--- src/rtl/cc_ins_pkg.sv ---
package cc_ins_pkg;

    localparam int CHAR_W    = 7;
    localparam int START_LEN = 3;
    localparam int DATA_LEN  = 2 * (CHAR_W + 1);

    typedef enum logic [0:0] {
        PH_IDLE = 1'b0,
        PH_SEND = 1'b1
    } cc_phase_e;

    // parity bit that makes the 8-bit group hold an odd number of ones
    function automatic logic odd_parity(input logic [CHAR_W-1:0] ch);
        return ~(^ch);
    endfunction

endpackage

--- src/rtl/cc_trigger.sv ---
module cc_trigger #(
    parameter int LINE_W  = 10,
    parameter int PIX_W   = 12,
    parameter int HOFF_W  = 10,
    parameter int TLINE_W = 6
) (
    input  logic              enable,
    input  logic [LINE_W-1:0] line_num,
    input  logic              field_id,
    input  logic [PIX_W-1:0]  pix_cnt,
    input  logic              tgt_field,
    input  logic [HOFF_W-1:0] tgt_hoff,
    input  logic [TLINE_W-1:0] tgt_line,
    output logic              hit
);

    logic line_eq;
    logic pix_eq;
    logic fld_eq;

    always_comb begin
        line_eq = (line_num == LINE_W'(tgt_line));
        pix_eq  = (pix_cnt == PIX_W'(tgt_hoff));
        fld_eq  = (field_id == tgt_field);
        hit     = enable & line_eq & pix_eq & fld_eq;
    end

endmodule

--- src/rtl/cc_frame_build.sv ---
module cc_frame_build
    import cc_ins_pkg::*;
#(
    parameter int RUNIN_BITS = 7,
    localparam int FRAME_BITS = RUNIN_BITS + START_LEN + DATA_LEN
) (
    input  logic [CHAR_W-1:0]     char_a,
    input  logic [CHAR_W-1:0]     char_b,
    input  logic                  use_loaded,
    output logic [FRAME_BITS-1:0] frame
);

    logic [RUNIN_BITS-1:0] runin_w;
    logic [START_LEN-1:0]  start_w;
    logic [DATA_LEN-1:0]   data_w;
    logic [CHAR_W-1:0]     a_sel;
    logic [CHAR_W-1:0]     b_sel;

    for (genvar gi = 0; gi < RUNIN_BITS; gi++) begin : g_runin
        assign runin_w[gi] = ((gi % 2) == 0);
    end

    // sent order: 0, 0, 1
    assign start_w = 3'b100;

    always_comb begin
        a_sel  = use_loaded ? char_a : '0;
        b_sel  = use_loaded ? char_b : '0;
        data_w = {odd_parity(b_sel), b_sel, odd_parity(a_sel), a_sel};
        frame  = {data_w, start_w, runin_w};
    end

endmodule

--- src/rtl/cc_serializer.sv ---
module cc_serializer
    import cc_ins_pkg::*;
#(
    parameter int FRAME_BITS = 26,
    parameter int BIT_PIX    = 4,
    localparam int IDX_W = (FRAME_BITS > 1) ? $clog2(FRAME_BITS) : 1,
    localparam int SUB_W = (BIT_PIX > 1) ? $clog2(BIT_PIX) : 1
) (
    input  logic                  clk,
    input  logic                  rst_n,
    input  logic                  hit,
    input  logic                  loaded,
    input  logic [FRAME_BITS-1:0] frame_in,
    output logic                  active,
    output logic                  ser_bit,
    output logic                  done
);

    typedef struct packed {
        cc_phase_e             ph;
        logic [FRAME_BITS-1:0] frame;
        logic [IDX_W-1:0]      idx;
        logic [SUB_W-1:0]      sub;
        logic                  was_loaded;
        logic                  done;
    } ser_state_t;

    localparam ser_state_t RST_STATE = '{
        ph:         PH_IDLE,
        frame:      '0,
        idx:        '0,
        sub:        '0,
        was_loaded: 1'b0,
        done:       1'b0
    };

    ser_state_t st_d;
    ser_state_t st_q;

    logic last_sub;
    logic last_bit;

    always_comb begin
        st_d      = st_q;
        st_d.done = 1'b0;
        last_sub  = (st_q.sub == SUB_W'(BIT_PIX - 1));
        last_bit  = (st_q.idx == IDX_W'(FRAME_BITS - 1));
        unique case (st_q.ph)
            PH_IDLE: begin
                if (hit) begin
                    st_d.ph         = PH_SEND;
                    st_d.frame      = frame_in;
                    st_d.idx        = '0;
                    st_d.sub        = '0;
                    st_d.was_loaded = loaded;
                end
            end
            PH_SEND: begin
                if (last_sub) begin
                    st_d.sub = '0;
                    if (last_bit) begin
                        st_d.ph   = PH_IDLE;
                        st_d.done = st_q.was_loaded;
                    end else begin
                        st_d.idx = st_q.idx + 1'b1;
                    end
                end else begin
                    st_d.sub = st_q.sub + 1'b1;
                end
            end
            default: st_d = RST_STATE;
        endcase
    end

    always_ff @(posedge clk or negedge rst_n) begin
        if (!rst_n) begin
            st_q <= RST_STATE;
        end else begin
            st_q <= st_d;
        end
    end

    assign active  = (st_q.ph == PH_SEND);
    assign ser_bit = active & st_q.frame[st_q.idx];
    assign done    = st_q.done;

endmodule

--- src/rtl/cc_line_inserter.sv ---
module cc_line_inserter
    import cc_ins_pkg::*;
#(
    parameter int LINE_W     = 10,
    parameter int PIX_W      = 12,
    parameter int HOFF_W     = 10,
    parameter int TLINE_W    = 6,
    parameter int RUNIN_BITS = 7,
    parameter int BIT_PIX    = 4
) (
    input  logic               clk,
    input  logic               rst_n,
    input  logic [LINE_W-1:0]  line_num,
    input  logic               field_id,
    input  logic [PIX_W-1:0]   pix_cnt,
    input  logic               cfg_enable,
    input  logic               cfg_field,
    input  logic [HOFF_W-1:0]  cfg_hoffset,
    input  logic [TLINE_W-1:0] cfg_line,
    input  logic [CHAR_W-1:0]  cc_char1,
    input  logic [CHAR_W-1:0]  cc_char2,
    input  logic               cc_ready,
    output logic               cc_active,
    output logic               cc_bit,
    output logic               cc_done
);

    localparam int FRAME_BITS = RUNIN_BITS + START_LEN + DATA_LEN;

    logic                  hit_w;
    logic [FRAME_BITS-1:0] frame_w;

    cc_trigger #(
        .LINE_W (LINE_W),
        .PIX_W  (PIX_W),
        .HOFF_W (HOFF_W),
        .TLINE_W(TLINE_W)
    ) trig_i (
        .enable   (cfg_enable),
        .line_num (line_num),
        .field_id (field_id),
        .pix_cnt  (pix_cnt),
        .tgt_field(cfg_field),
        .tgt_hoff (cfg_hoffset),
        .tgt_line (cfg_line),
        .hit      (hit_w)
    );

    cc_frame_build #(
        .RUNIN_BITS(RUNIN_BITS)
    ) build_i (
        .char_a    (cc_char1),
        .char_b    (cc_char2),
        .use_loaded(cc_ready),
        .frame     (frame_w)
    );

    cc_serializer #(
        .FRAME_BITS(FRAME_BITS),
        .BIT_PIX   (BIT_PIX)
    ) ser_i (
        .clk     (clk),
        .rst_n   (rst_n),
        .hit     (hit_w),
        .loaded  (cc_ready),
        .frame_in(frame_w),
        .active  (cc_active),
        .ser_bit (cc_bit),
        .done    (cc_done)
    );

endmodule

--- config.mk ---
export PLATFORM = sky130hd
export DESIGN_NAME = cc_line_inserter
export DESIGN_NICKNAME = d
export VERILOG_FILES = /design/src/rtl/cc_ins_pkg.sv /design/src/rtl/cc_trigger.sv /design/src/rtl/cc_frame_build.sv /design/src/rtl/cc_serializer.sv /design/src/rtl/cc_line_inserter.sv
export SDC_FILE = /design/constraint.sdc
export NUM_CORES = 1
export LEC_CHECK = 0
export BUFFER_PORTS_ARGS = -buffer_cell sky130_fd_sc_hd__clkbuf_2
export CAP_MARGIN = 30
export CORE_AREA = 2 2 48 94
export CTS_BUF_LIST = sky130_fd_sc_hd__clkbuf_16
export DETAILED_ROUTE_END_ITERATION = 16
export DIE_AREA = 0 0 50 96
export MAX_ROUTING_LAYER = met4
export PLACE_DENSITY = 0.82
export RECOVER_POWER = 50
export SLEW_MARGIN = 20
export SYNTH_ARGS = -nofsm -noshare
export SYNTH_HDL_FRONTEND = slang
export SYNTH_SLANG_ARGS = --single-unit
--- constraint.sdc ---
create_clock -name clk -period 1.9 [get_ports clk]
set_input_delay 0 -clock clk [delete_from_list [all_inputs] [get_ports clk]]
set_output_delay 0 -clock clk [all_outputs]
set_load 0.01 [all_outputs]
; ---- Word-level counts from Yosys, hierarchy flattened
; Index checks and enable logic that the tools add are counted.
[classes]
addsub = 2
magnitude_cmp = 1
n_eq_ne = 8
muxes = 15
bitwise_logic = 7
reduce_logical = 4
[ops]
columns = cell, count
row1 = $mux W35, 1
row2 = $mux W7, 2
row3 = $pmux W7 S2, 1
row4 = $reduce_xor A7 Y1, 2
row5 = $eq A12 B10 Y1, 1
row6 = $eq A10 B6 Y1, 1
row7 = $mux W5, 2
row8 = $lt A5 B6 Y1 const B, 1
row9 = $mux W1, 6
row10 = $ne A2 B2 Y1 const B, 3
row11 = $add A5 B1 Y5 const B, 1
row12 = $bmux W1 S5, 1
row13 = $eq A5 B5 Y1 const B, 1
row14 = $and A1 B1 Y1, 4
row15 = $not A1 Y1, 3
row16 = $reduce_and A3 Y1, 1
row17 = $add A2 B1 Y2 const B, 1
row18 = $eq A2 B2 Y1 const B, 1
row19 = $mux W2, 1
row20 = $pmux W1 S2, 1
row21 = $reduce_and A2 Y1, 1
row22 = $eq A1 B1 Y1, 1
[totals]
register_bits = 31
inputBits = 58
output_inout_bits = 3
elab_cells = 43

; ---- Depth between registers and ports, before layout
[depth]
ltp_word = 6
ltp_mapped = 8
ltp_nobuf = 7

; ---- By module
; Synthesis repeated with hierarchy kept, for this count alone.
[hier_totals]
cells_unflattened = 192
area_unflattened_um2 = 2245.9
[modules_own_cells]
columns = module, n_inst, cells_each, area_per_inst_um2, seq_area_each_um2
row1 = cc_serializer, 1, 130, 1724.2, 900.9
row2 = cc_frame_build, 1, 37, 307.8, 0.0
row3 = cc_trigger, 1, 25, 214.0, 0.0

; ---- Worst setup path before layout
; No wires, ideal clock.
[synth_path]
kind = register to output
from = register ser_i.st_q[4] (netlist bit)
to = output cc_bit
t_arrival_ns = 1.534
t_required_ns = 1.900
path_slack_ns = 0.366
stages_incl_launch_ff = 6
path_buffers = 1
path_cell_list = dfrtp_1 -> buf_2 -> mux4_2 -> mux2i_1 -> o221ai_1 -> and3_1
[synth_between]
elab_chain_len = 3
[synth_rtl]
columns = element, line_no
row1 = start: declaration, cc_serializer.sv:38  ; ser_state_t st_q;
row2 = start signal: assignment, cc_serializer.sv:79  ; st_q <= st_d;
row3 = $bmux W1 S5, cc_serializer.sv:84  ; assign ser_bit = active & st_q.frame[st_q.idx];
row4 = $mux W1 (not written as such), cc_serializer.sv:84
row5 = $and A1 B1 Y1, cc_serializer.sv:84
row6 = end: declaration, cc_line_inserter.sv:24  ; output logic cc_bit,
; No other way between the ends. The select of a mux whose other input is x is not followed.

; ---- Worst setup path in the final report
; Same ends and word-level chain as after synthesis.

==> results by stage <==
Run status:
- The run finished, with violations left.
- The checks that failed: negative hold slack.

Job:
- The max-capacitance violation count is 0.

Worst setup path:
- The critical path is of the flop to output pin type.
- The delay contributed by the slowest stage of the critical path is 0.51 ns.
- The register-to-register setup slack is 0.38 ns.
- Of all nets on the critical path, the largest fanout is 4.
- The worst setup path is captured at an output pin.
- Traced cell by cell, the critical path runs through mux4_2 > mux2i_1 > o221ai_1 > and3_1 > clkbuf_2.
- The worst setup path is launched from a flop.
- The startpoint identified for the worst register-to-register timing path is ser_i.st_q[4].
- The required time of the critical path is 1.90 ns.
- STA puts the critical path data arrival time at 1.77 ns.
- The library cell contributing the largest single delay on the critical path is mux4_2.
- The terminus of the critical flop-to-flop path is ser_i.st_q[4].
- The length in cells of the worst reg-to-reg path is 7.

Placement:
- At the end of routability-driven placement, the weighted congestion stood at 0.836.
- Once placement finished, the instance area stood at 0.00212 mm2.
- In this run the tool buffered the top-level ports with 60 buffer cells.
- The post-detailed-placement half-perimeter wirelength is 3050 um.

Synthesis:
- The instance count of the mapped netlist is 178.
- For this run, the leading register cell type out of synthesis is dfrtp_1.
- The most frequent cell after synthesis is xnor2_1.
- The distinct cell type count of the synthesized netlist is 33.
- The share of async-settable or async-resettable flops after synthesis is 1.00.
- Yosys attributes the largest share of cell area to dfrtp_1 38%, xnor2_1 14%, mux2i_1 9.6%, nand2_1 5.5%, mux4_2 3.8%.
- The top cell type by total area after synthesis is dfrtp_1.
- The count of flip-flops with a built-in enable after synthesis is 0.
- The area share of the largest cell type after synthesis is 0.379.
- The average instance area after synthesis is 10.0 um2.
- The number of flip-flops and latches in the synthesized netlist is 27.
- The number of nets in the synthesized netlist is 239.
- The number of warning messages in the yosys log is 0.
- The proportion of synthesized chip area in sequential cells is 0.379.
- The total standard cell area after synthesis is 0.00178 mm2.
- By count the netlist is led by 29 x xnor2_1, 27 x dfrtp_1, 26 x nand2_1, 17 x inv_1, 17 x mux2i_1.

Route:
- The DRC violation count after routing is 0.
- After detailed routing, the number of vias per cell comes to 5.03.
- The count of vias placed by the detailed router is 1520.
- Once detail routing completed, the nets flagged for antenna violations numbered 0.
- The number of DRC markers in iteration 0 is 21.
- The routed wire length is 3900 um.
- The final routed wire length divided by cell count is 12.9 um.
- Before antenna repair, the detailed router went through 3 iterations.

Timing:
- The setup total negative slack is 0 ns.
- Setup violations remaining at the end of the flow were counted as 0.
- In this run the tightest slew margin relative to its limit is 0.0680.
- For this run, the top clock speed supported by timing is 567 MHz.
- The post-route clock skew is 0.00233 ns.
- The final count of pins violating max slew is 0.
- The number of hold-slack violations in the final timing report was 1.
- The worst-case hold slack is -0.00338 ns.
- After layout, the minimum clock period comes to 1.77 ns.
- The slew of the pin with the lowest slew margin is 1.40 ns.
- Dividing the final minimum period by the clock period gives 0.929.
- Setup repair after global routing left no endpoint under its margin.

Final layout:
- After filler insertion, the fill cell instance count of the layout stands at 362.
- The number of nets in the finished design is 312.
- Of the cells placed in the final design, the portion with a size suffix greater than 1 is 0.320.
- The antenna diode instance count is 0.
- Summing all non-filler instances in the final layout gives an area of 0.00234 mm2.
- Compared with the post-synthesis result, the final layout area differs by 31.3%.

Floorplan:
- The floorplan has 33 rows.
- The full die area is 0.00480 mm2.
- The die is 50 um wide.
- In this run the count of I/O pins placed on the die edge is 61.
- The floorplan step set the die height to 96 um.
- After floorplanning, the core was sized to cover 0.00409 mm2.
- The starting density of the core is 0.436.

GRT:
- Entering global routing, the biggest net connects 28 pins.
- The combined global-route utilization of all metal layers is 0.177.
- The overall overflow remaining after global route is 0.
- The initial antenna violation count is 0.
- The wire length of the first global-routing pass is 6290 um.
- The via count of the first global-routing pass is 1550.

Power:
- IR analysis of the VDD net gives a maximum drop of 0.502 mV.
- Dividing total power by cell area gives a power density of 534 mW/mm2.
- The leakage power is 1.28 nW.
- The overall power consumption is 1.25 mW.

Worst hold path:
- The path class of the tightest hold or removal check is input pin to flop.
- The startpoint identified for the worst hold timing path is cc_char1[5].
- Along the worst hold path, the cell count comes to 3.
- The worst hold endpoint is ser_i.st_q[24].

Clock tree:
- The clock slew at the register clock pins of the worst setup and hold paths is 0.06 ns.
- TritonCTS built the clock tree.
- The number of clock buffers inserted by TritonCTS is 3.
- For the worst-skew pair, the clock arrives at the later sink with an insertion delay of 0.26 ns.
- The root buffer cell is clkbuf_16.
- CTS built an H-tree with a depth of 1.
- The total number of clock tree sinks is 27.
- No sink is reached through more buffers than the 2 on the longest clock path.
sequential cells by signal, indices dropped and copies added (netlist names):
signal and count:
ser_i.done 1, ser_i.st_q 25, ser_i.active 1
worst max-delay path by stage:
stage / from / cells past startpoint / slack [ns] / end
2_1_floorplan: ser_i.st_q[4] / 5 / 0.37 / cc_bit
3_3_place_gp: ser_i.st_q[5] / 6 / 0.36 / cc_bit
3_5_place_dp: ser_i.st_q[7] / 6 / 0.34 / cc_bit
4_1_cts: ser_i.st_q[5] / 6 / 0.06 / cc_bit
5_1_grt: ser_i.st_q[5] / 6 / 0.006 / cc_bit
6_report: ser_i.st_q[4] / 5 / 0.13 / cc_bit
layer usage:
layer	part of all wire	track usage	wire length, um
met5	0	-	0
met4	0.033	0.0995	129
met3	0.059	0.0326	229
met2	0.57	0.337	2210
met1	0.34	0.159	1330
power breakdown:
group          internal [mW]  switching, mW  leakage [nW]
clock network          0.282          0.188        0.0423
registers              0.575      0.0000723         0.267
logic                  0.114         0.0892         0.976
critical path: cells and delay by family, from the launching register on:
kind	cells	cell delay, ns
muxes	2	0.65
DFF	1	0.42
and+or+nand+nor	1	0.19
AOI/OAI and AO/OA	1	0.13
buffers and inverters	1	0.12
area by class of cell:
type / instances / area (um2) / area share
clock buffers: 3 / 75.1 / 0.0321
clock inverters: 1 / 3.75 / 0.00161
inverters: 17 / 63.8 / 0.0273
multi-input cells: 125 / 997 / 0.427
flip-flops and latches: 27 / 679 / 0.291
well taps: 52 / 65.1 / 0.0278
repair buffers: 77 / 453 / 0.194
layout by cell type, fill, tap and decap left out, types with 5 or more instances in the layout:
master         Yosys  routed
xnor2_1           29      29
mux2i_1           17      17
inv_1             17      18
dlygate4sd3_1      0      11
buf_4              0       6
nand2_1           26      26
nand2b_1           8       8
nand4_1            5       5
o21ai_0            7       7
dfrtp_1           27      24
clkbuf_2           0      58
cell families after synthesis:
logic type               Yosys count  synth area share
multiplexers                      23             0.152
flip-flops                        27             0.379
buffers and inverters             26            0.0604
adder cells (fa/ha/maj)            3            0.0211
XOR/XNOR                          33             0.162
AND/OR/NAND/NOR                   54             0.181
AO/OA/AOI/OAI                     12            0.0436
stage by stage:
stage	util	std cells	setup WS [ns]
2_1_floorplan	-	178	0.366
3_3_place_gp	0.520	284	0.357
3_5_place_dp	0.520	284	0.339
4_1_cts	0.566	299	0.0580
5_1_grt	0.572	302	0.00569
6_report	0.572	302	0.135
timing repair:
action                     in CTS  in global routing
hold endpoints to repair       37                  0
setup buffers                   0                  3
resized for setup               0                  3
hold buffers                   11                  0
setup endpoints to repair       0                  1
(Power assumes the default switching activity.)
